===== config.mk =====
export PLATFORM = sky130hd
export DESIGN_NAME = irq_shadow_ctl
export DESIGN_NICKNAME = d
export VERILOG_FILES = /design/src/rtl/isc_pkg.sv /design/src/rtl/isc_wait_timer.sv /design/src/rtl/isc_enable_track.sv /design/src/rtl/isc_seq.sv /design/src/rtl/irq_shadow_ctl.sv
export SDC_FILE = /design/constraint.sdc
export NUM_CORES = 1
export LEC_CHECK = 0
export BUFFER_PORTS_ARGS = -buffer_cell sky130_fd_sc_hd__clkbuf_2
export CAP_MARGIN = 25
export CORE_MARGIN = 5
export CORE_UTILIZATION = 43
export CTS_CLUSTER_DIAMETER = 40
export DETAILED_ROUTE_END_ITERATION = 8
export PLACE_DENSITY = 0.9
export REMOVE_ABC_BUFFERS = 1
export SYNTH_ARGS = -nofsm -noshare
export SYNTH_HDL_FRONTEND = slang
export SYNTH_SLANG_ARGS = --single-unit

===== constraint.sdc =====
create_clock -name clk -period 4.1 [get_ports clk]
set_clock_uncertainty 0.2 [all_clocks]
set_input_delay 0.82 -clock clk [delete_from_list [all_inputs] [get_ports clk]]
set_output_delay 0.82 -clock clk [all_outputs]
set_load 0.05 [all_outputs]

===== src/rtl/isc_pkg.sv =====
package isc_pkg;

    localparam int CLASS_W = 3;

    typedef enum logic [CLASS_W-1:0] {
        CLS_OTHER   = 3'd0,
        CLS_SS_LOAD = 3'd1,
        CLS_SEG     = 3'd2,
        CLS_STI     = 3'd3,
        CLS_IRET    = 3'd4
    } insn_class_e;

    typedef enum logic [2:0] {
        ST_IDLE,
        ST_WAIT,
        ST_FETCH,
        ST_PFQ,
        ST_CLR,
        ST_POLL
    } seq_state_e;

    typedef struct packed {
        logic fetch_req;
        logic prefix_clr;
        logic take_int;
        logic cont_fetch;
    } seq_out_t;

    function automatic logic class_shadows(input logic [CLASS_W-1:0] cls);
        return (cls == CLS_SS_LOAD) || (cls == CLS_STI);
    endfunction

    function automatic logic class_is_iret(input logic [CLASS_W-1:0] cls);
        return cls == CLS_IRET;
    endfunction

endpackage


===== src/rtl/isc_wait_timer.sv =====
module isc_wait_timer #(
    parameter int WAIT_CLKS = 12
) (
    input  logic clk,
    input  logic rst,
    input  logic start,
    output logic done
);
    localparam int CNT_W = (WAIT_CLKS > 1) ? $clog2(WAIT_CLKS) : 1;
    localparam logic [CNT_W-1:0] LOAD_VAL = CNT_W'(WAIT_CLKS - 1);

    logic [CNT_W-1:0] cnt;
    logic             running;

    always_ff @(posedge clk) begin
        if (rst) begin
            cnt     <= '0;
            running <= 1'b0;
        end else if (start) begin
            cnt     <= LOAD_VAL;
            running <= 1'b1;
        end else if (running) begin
            if (cnt == '0) begin
                running <= 1'b0;
            end else begin
                cnt <= cnt - 1'b1;
            end
        end
    end

    assign done = running && (cnt == '0);
endmodule


===== src/rtl/isc_enable_track.sv =====
module isc_enable_track
    import isc_pkg::*;
#(
    parameter int FLAGS_W = 16,
    parameter int IE_BIT  = 9
) (
    input  logic               clk,
    input  logic               rst,
    input  logic               accept,
    input  logic               boundary,
    input  logic [CLASS_W-1:0] cls,
    input  logic               flags_if,
    input  logic               flags_wr,
    input  logic [FLAGS_W-1:0] flags_wdata,
    output logic               ie_dly,
    output logic               shadow
);
    logic iret_reload;

    assign iret_reload = flags_wr && class_is_iret(cls);

    // Delayed enable: same-cycle reload on interrupt return, else boundary copy
    always_ff @(posedge clk) begin
        if (rst) begin
            ie_dly <= 1'b0;
        end else if (iret_reload) begin
            ie_dly <= flags_wdata[IE_BIT];
        end else if (boundary) begin
            ie_dly <= flags_if;
        end
    end

    // Shadow belongs to the boundary of the instruction that set it
    always_ff @(posedge clk) begin
        if (rst) begin
            shadow <= 1'b0;
        end else if (accept) begin
            shadow <= class_shadows(cls);
        end else if (boundary) begin
            shadow <= 1'b0;
        end
    end
endmodule


===== src/rtl/isc_seq.sv =====
module isc_seq
    import isc_pkg::*;
#(
    parameter int PFQ_W     = 8,
    parameter int EMPTY_BIT = 7
) (
    input  logic             clk,
    input  logic             rst,
    input  logic             insn_end,
    input  logic             wait_done,
    input  logic [PFQ_W-1:0] pfq_status,
    input  logic             intr_req,
    input  logic             ie_dly,
    input  logic             shadow,
    output logic             accept,
    output logic             boundary,
    output seq_out_t         outs
);
    localparam logic [PFQ_W-1:0] EMPTY_MASK = PFQ_W'(1) << EMPTY_BIT;

    seq_state_e state, nxt;
    logic       pfq_empty;

    assign pfq_empty = (pfq_status & EMPTY_MASK) != '0;
    assign accept    = (state == ST_IDLE) && insn_end;
    assign boundary  = (state == ST_POLL);

    always_comb begin
        nxt = state;
        unique case (state)
            ST_IDLE:  if (insn_end)  nxt = ST_WAIT;
            ST_WAIT:  if (wait_done) nxt = ST_FETCH;
            ST_FETCH: nxt = ST_PFQ;
            ST_PFQ:   if (!pfq_empty) nxt = ST_CLR;
            ST_CLR:   nxt = ST_POLL;
            ST_POLL:  nxt = ST_IDLE;
            default:  nxt = ST_IDLE;
        endcase
    end

    always_ff @(posedge clk) begin
        if (rst) state <= ST_IDLE;
        else     state <= nxt;
    end

    always_comb begin
        outs            = '0;
        outs.fetch_req  = (state == ST_FETCH);
        outs.prefix_clr = (state == ST_CLR);
        if (state == ST_POLL) begin
            if (!shadow && ie_dly && intr_req) outs.take_int   = 1'b1;
            else                               outs.cont_fetch = 1'b1;
        end
    end
endmodule


===== src/rtl/irq_shadow_ctl.sv =====
module irq_shadow_ctl
    import isc_pkg::*;
#(
    parameter int WAIT_CLKS = 12,
    parameter int FLAGS_W   = 16,
    parameter int IE_BIT    = 9,
    parameter int PFQ_W     = 8,
    parameter int EMPTY_BIT = 7
) (
    input  logic               clk,
    input  logic               rst,
    input  logic               insn_end,
    input  logic [CLASS_W-1:0] insn_class,
    input  logic               flags_if,
    input  logic               flags_wr,
    input  logic [FLAGS_W-1:0] flags_wdata,
    input  logic [PFQ_W-1:0]   pfq_status,
    input  logic               intr_req,
    output logic               fetch_req,
    output logic               prefix_clr,
    output logic               take_int,
    output logic               cont_fetch
);
    logic     accept, boundary, wait_done, ie_dly, shadow;
    seq_out_t outs;

    isc_wait_timer #(.WAIT_CLKS(WAIT_CLKS)) u_timer (
        .clk   (clk),
        .rst   (rst),
        .start (accept),
        .done  (wait_done)
    );

    isc_enable_track #(.FLAGS_W(FLAGS_W), .IE_BIT(IE_BIT)) u_track (
        .clk         (clk),
        .rst         (rst),
        .accept      (accept),
        .boundary    (boundary),
        .cls         (insn_class),
        .flags_if    (flags_if),
        .flags_wr    (flags_wr),
        .flags_wdata (flags_wdata),
        .ie_dly      (ie_dly),
        .shadow      (shadow)
    );

    isc_seq #(.PFQ_W(PFQ_W), .EMPTY_BIT(EMPTY_BIT)) u_seq (
        .clk        (clk),
        .rst        (rst),
        .insn_end   (insn_end),
        .wait_done  (wait_done),
        .pfq_status (pfq_status),
        .intr_req   (intr_req),
        .ie_dly     (ie_dly),
        .shadow     (shadow),
        .accept     (accept),
        .boundary   (boundary),
        .outs       (outs)
    );

    assign fetch_req  = outs.fetch_req;
    assign prefix_clr = outs.prefix_clr;
    assign take_int   = outs.take_int;
    assign cont_fetch = outs.cont_fetch;
endmodule


==> reports/qor.yml <==
run_status:
  status: "completed"
yosys:
  yosysSeqAreaShare_pct: 34.48
  synthDistinctLibCells: 30
  syn_area_per_cell_sq_um: 9.071
  async_flop_share_pct: 0
  synth_edf_count: 0
  synth_cells: 64
  ys.flop_type: "dfxtp_1"
  ys_ff_latch: 10
  yosysWarnings: 0
  synth_area_sq_um: 580.6
pwr:
  p_comb_share_pct: 19.4
  seqPwrFrac_pct: 45.0
  switching_power_mw: 0.07143
  cellPowerDensity_nw_per_um2: 376.2
  leakage_nw: 0.2722
  ir_drop_v: 0.0001337
  switching_share_pct: 27.80
  intPower_mw: 0.1855
  power_frac_clock_pct: 35.6
critical_path:
  cp_num_buf_inv: 1
  crit_slowest_cell: "dfxtp_1"
  timing_worst_setup_path_type: "reg -> out"
  endpoint_kind: "output pin"
  cp-start-kind: "flip-flop"
  critPathMaxFanout: 11
  path_cells: "nand3b_1, nor3_1, clkbuf_2"
  cp_top_family: "flip-flops"
  cp.required_ns: 3.08
  slowest_delay_ns: 0.52
  cp_data_arrival_time_ns: 1.48
sta:
  max_freq_mhz: 399.7
  setup_tns_ns: 0
  setup_ws_ns: 1.598
  setup_violations: 0
  fin_crit_ns: 2.502
  rsz0062_at_grt: "false"
  finalHoldViolations: 0
  drv_slew: 0
  slew_headroom_pct: 65.36
  worst_pin_slew_ns: 0.5183
  min_period_over_period_pct: 61.03
clock_network:
  cts_resized: 0
  clockRootBuffer: "clkbuf_4"
  postCtsHoldBufs: 0
  clock_latency_ns: 0.27
  cts_made_buffers: 3
  cts_sinks: 10
  cts_tree: "yes"
  cts-htree-levels: 1
  clockBufferDepth: 2
  cts.clk_slew.worst_paths_ns: 0.07
  post-cts-setup-buffer-count: 0
placed_design:
  pre_cts_ws_ns: 1.701
  dpl.hpwl_um: 913.2
  gp_congestion: 0.6972
  numPortBuffers: 14
route:
  drt-pass1-iter-count: 5
  wirelength_mm: 1.239
  ant_nets: 0
  routedWlPerCell_um: 13.18
  drc_errors: 0
  vias: 547
  viasPerCell: 5.819
  drtIter0Drc: 8
layout:
  drive_gt1_share_pct: 30.38
  areaGrowthSynthToFinish_pct: 17.67
  antenna_cells: 0
  final_nets: 115
  final_common_cell: "clkbuf_2"
  layout_common_cells: "clkbuf_2, dfxtp_1, nand2_1, nor2_1"
global_routing:
  overflow: 0
  grt_max_degree: 12
  grt_pass1_vias: 471
  use_met2_pct: 21.43
  grt.met1_usage_pct: 12.47
  grt_antenna_before_repair: 0
  grt_use_total_pct: 13.06
  grt.busiest_layer: "met2"
  use_met3_pct: 2.299
  grt_pass1_wl_mm: 1.876
floorplan:
  dieArea_sq_um: 2185
  ios: 37
  die_x_um: 46.75
  num_rows: 13
  core_sq_um: 1285
  start_util_pct: 45.18
  dieHeight_um: 46.75
run:
  cap_violations: 0
worst_hold_path:
  min_path_type: "reg -> reg"
-- worst reg2reg max path: cells and delay by family (launching register included) --
kind,cells,cell delay [ns]
AO/OA/AOI/OAI,1,0.27
adder cells (fa/ha/maj),1,0.21
buffers and inverters,1,0.09
flip-flops,1,0.34
AND/OR/NAND/NOR,2,0.50
-- final timing paths --
kind | end | slack (ns) | start | cells past startpoint
worst max-delay path | take_int | 1.60 | u_seq.state[2] | 3
worst min-delay path | u_track.shadow | 0.29 | u_track.shadow | 2
worst max register to register | u_timer.cnt[0] | 2.38 | u_timer.cnt[0] | 5
worst min register to register | u_track.shadow | 0.29 | u_track.shadow | 2
-- power by group through the flow --
stage	combinational, mW	sequential (mW)	clock, mW
floorplan	0.0368	0.115	0
global placement	0.0472	0.117	0
detailed placement	0.0495	0.117	0
CTS	0.0501	0.115	0.0944
global route	0.0554	0.117	0.0988
finish	0.0499	0.116	0.0915
-- metal layers --
| metal | vias up | wire length [um] | part of all wire [%] |
|---|---|---|---|
| met3 | 7 | 66 | 5.3 |
| met1 | 247 | 517 | 42 |
| li1 | 271 | - | - |
| met5 | - | 0 | 0 |
| met2 | 22 | 580 | 47 |
| met4 | 0 | 75 | 6.1 |
-- sequential cells by signal, summed over array words and instances, names as in the netlist --
signal	cells
u_track.shadow	1
u_track.ie_dly	1
u_seq.state	3
u_timer.cnt	4
u_timer.running	1
-- cells in the mapped netlist (2+ instances only) --
cell      count  area share (%)
nor2_1        5             3.2
a211oi_1      3             3.9
inv_1         3             1.9
nand3_1       2             1.7
a21oi_1       4             3.4
nand3b_1      2             2.6
nand2_1       5             3.2
o21ba_2       2             3.4
ha_1          2             4.3
and4_1        2             3.0
dfxtp_1      10              34
nor3b_1       3             3.9
nor3_1        4             3.4
-- cell families (layout without fill, tap and decap cells) --
family	Yosys count	in the layout	synth area share, %
AND/OR/NAND/NOR	32	32	37.28
buffers and inverters	6	21	5.819
flip-flops	10	10	34.48
multiplexers	1	1	1.724
adder cells (fa/ha/maj)	2	2	4.310
AO/OA/AOI/OAI	13	13	16.38
-- metrics by stage --
| stage | utilization, % | cells | instance area, sq um | total power [mW] | hold slack (ns) |
|---|---|---|---|---|---|
| 4_1_cts | 53.16 | 94 | 683.2 | 0.2597 | 0.2873 |
| 3_3_place_gp | 50.34 | 90 | 646.9 | 0.1642 | 0.2720 |
| 6_report | 53.16 | 94 | 683.2 | 0.2570 | 0.2879 |
| 5_1_grt | 53.16 | 94 | 683.2 | 0.2711 | 0.3234 |
| 2_1_floorplan | - | 61 | 558.0 | 0.1519 | 0.2535 |
| 3_5_place_dp | 50.34 | 90 | 646.9 | 0.1670 | 0.2777 |
-- final cells by class --
cell class                 instances  area, sq um
timing repair buffer              14        70.07
clock buffer                       4        36.28
multi-input combinational         48        346.6
tap                               15        18.77
inverter                           3        11.26
fill                             126        601.8
sequential                        10        200.2
Power figures use the tool's default switching activity.
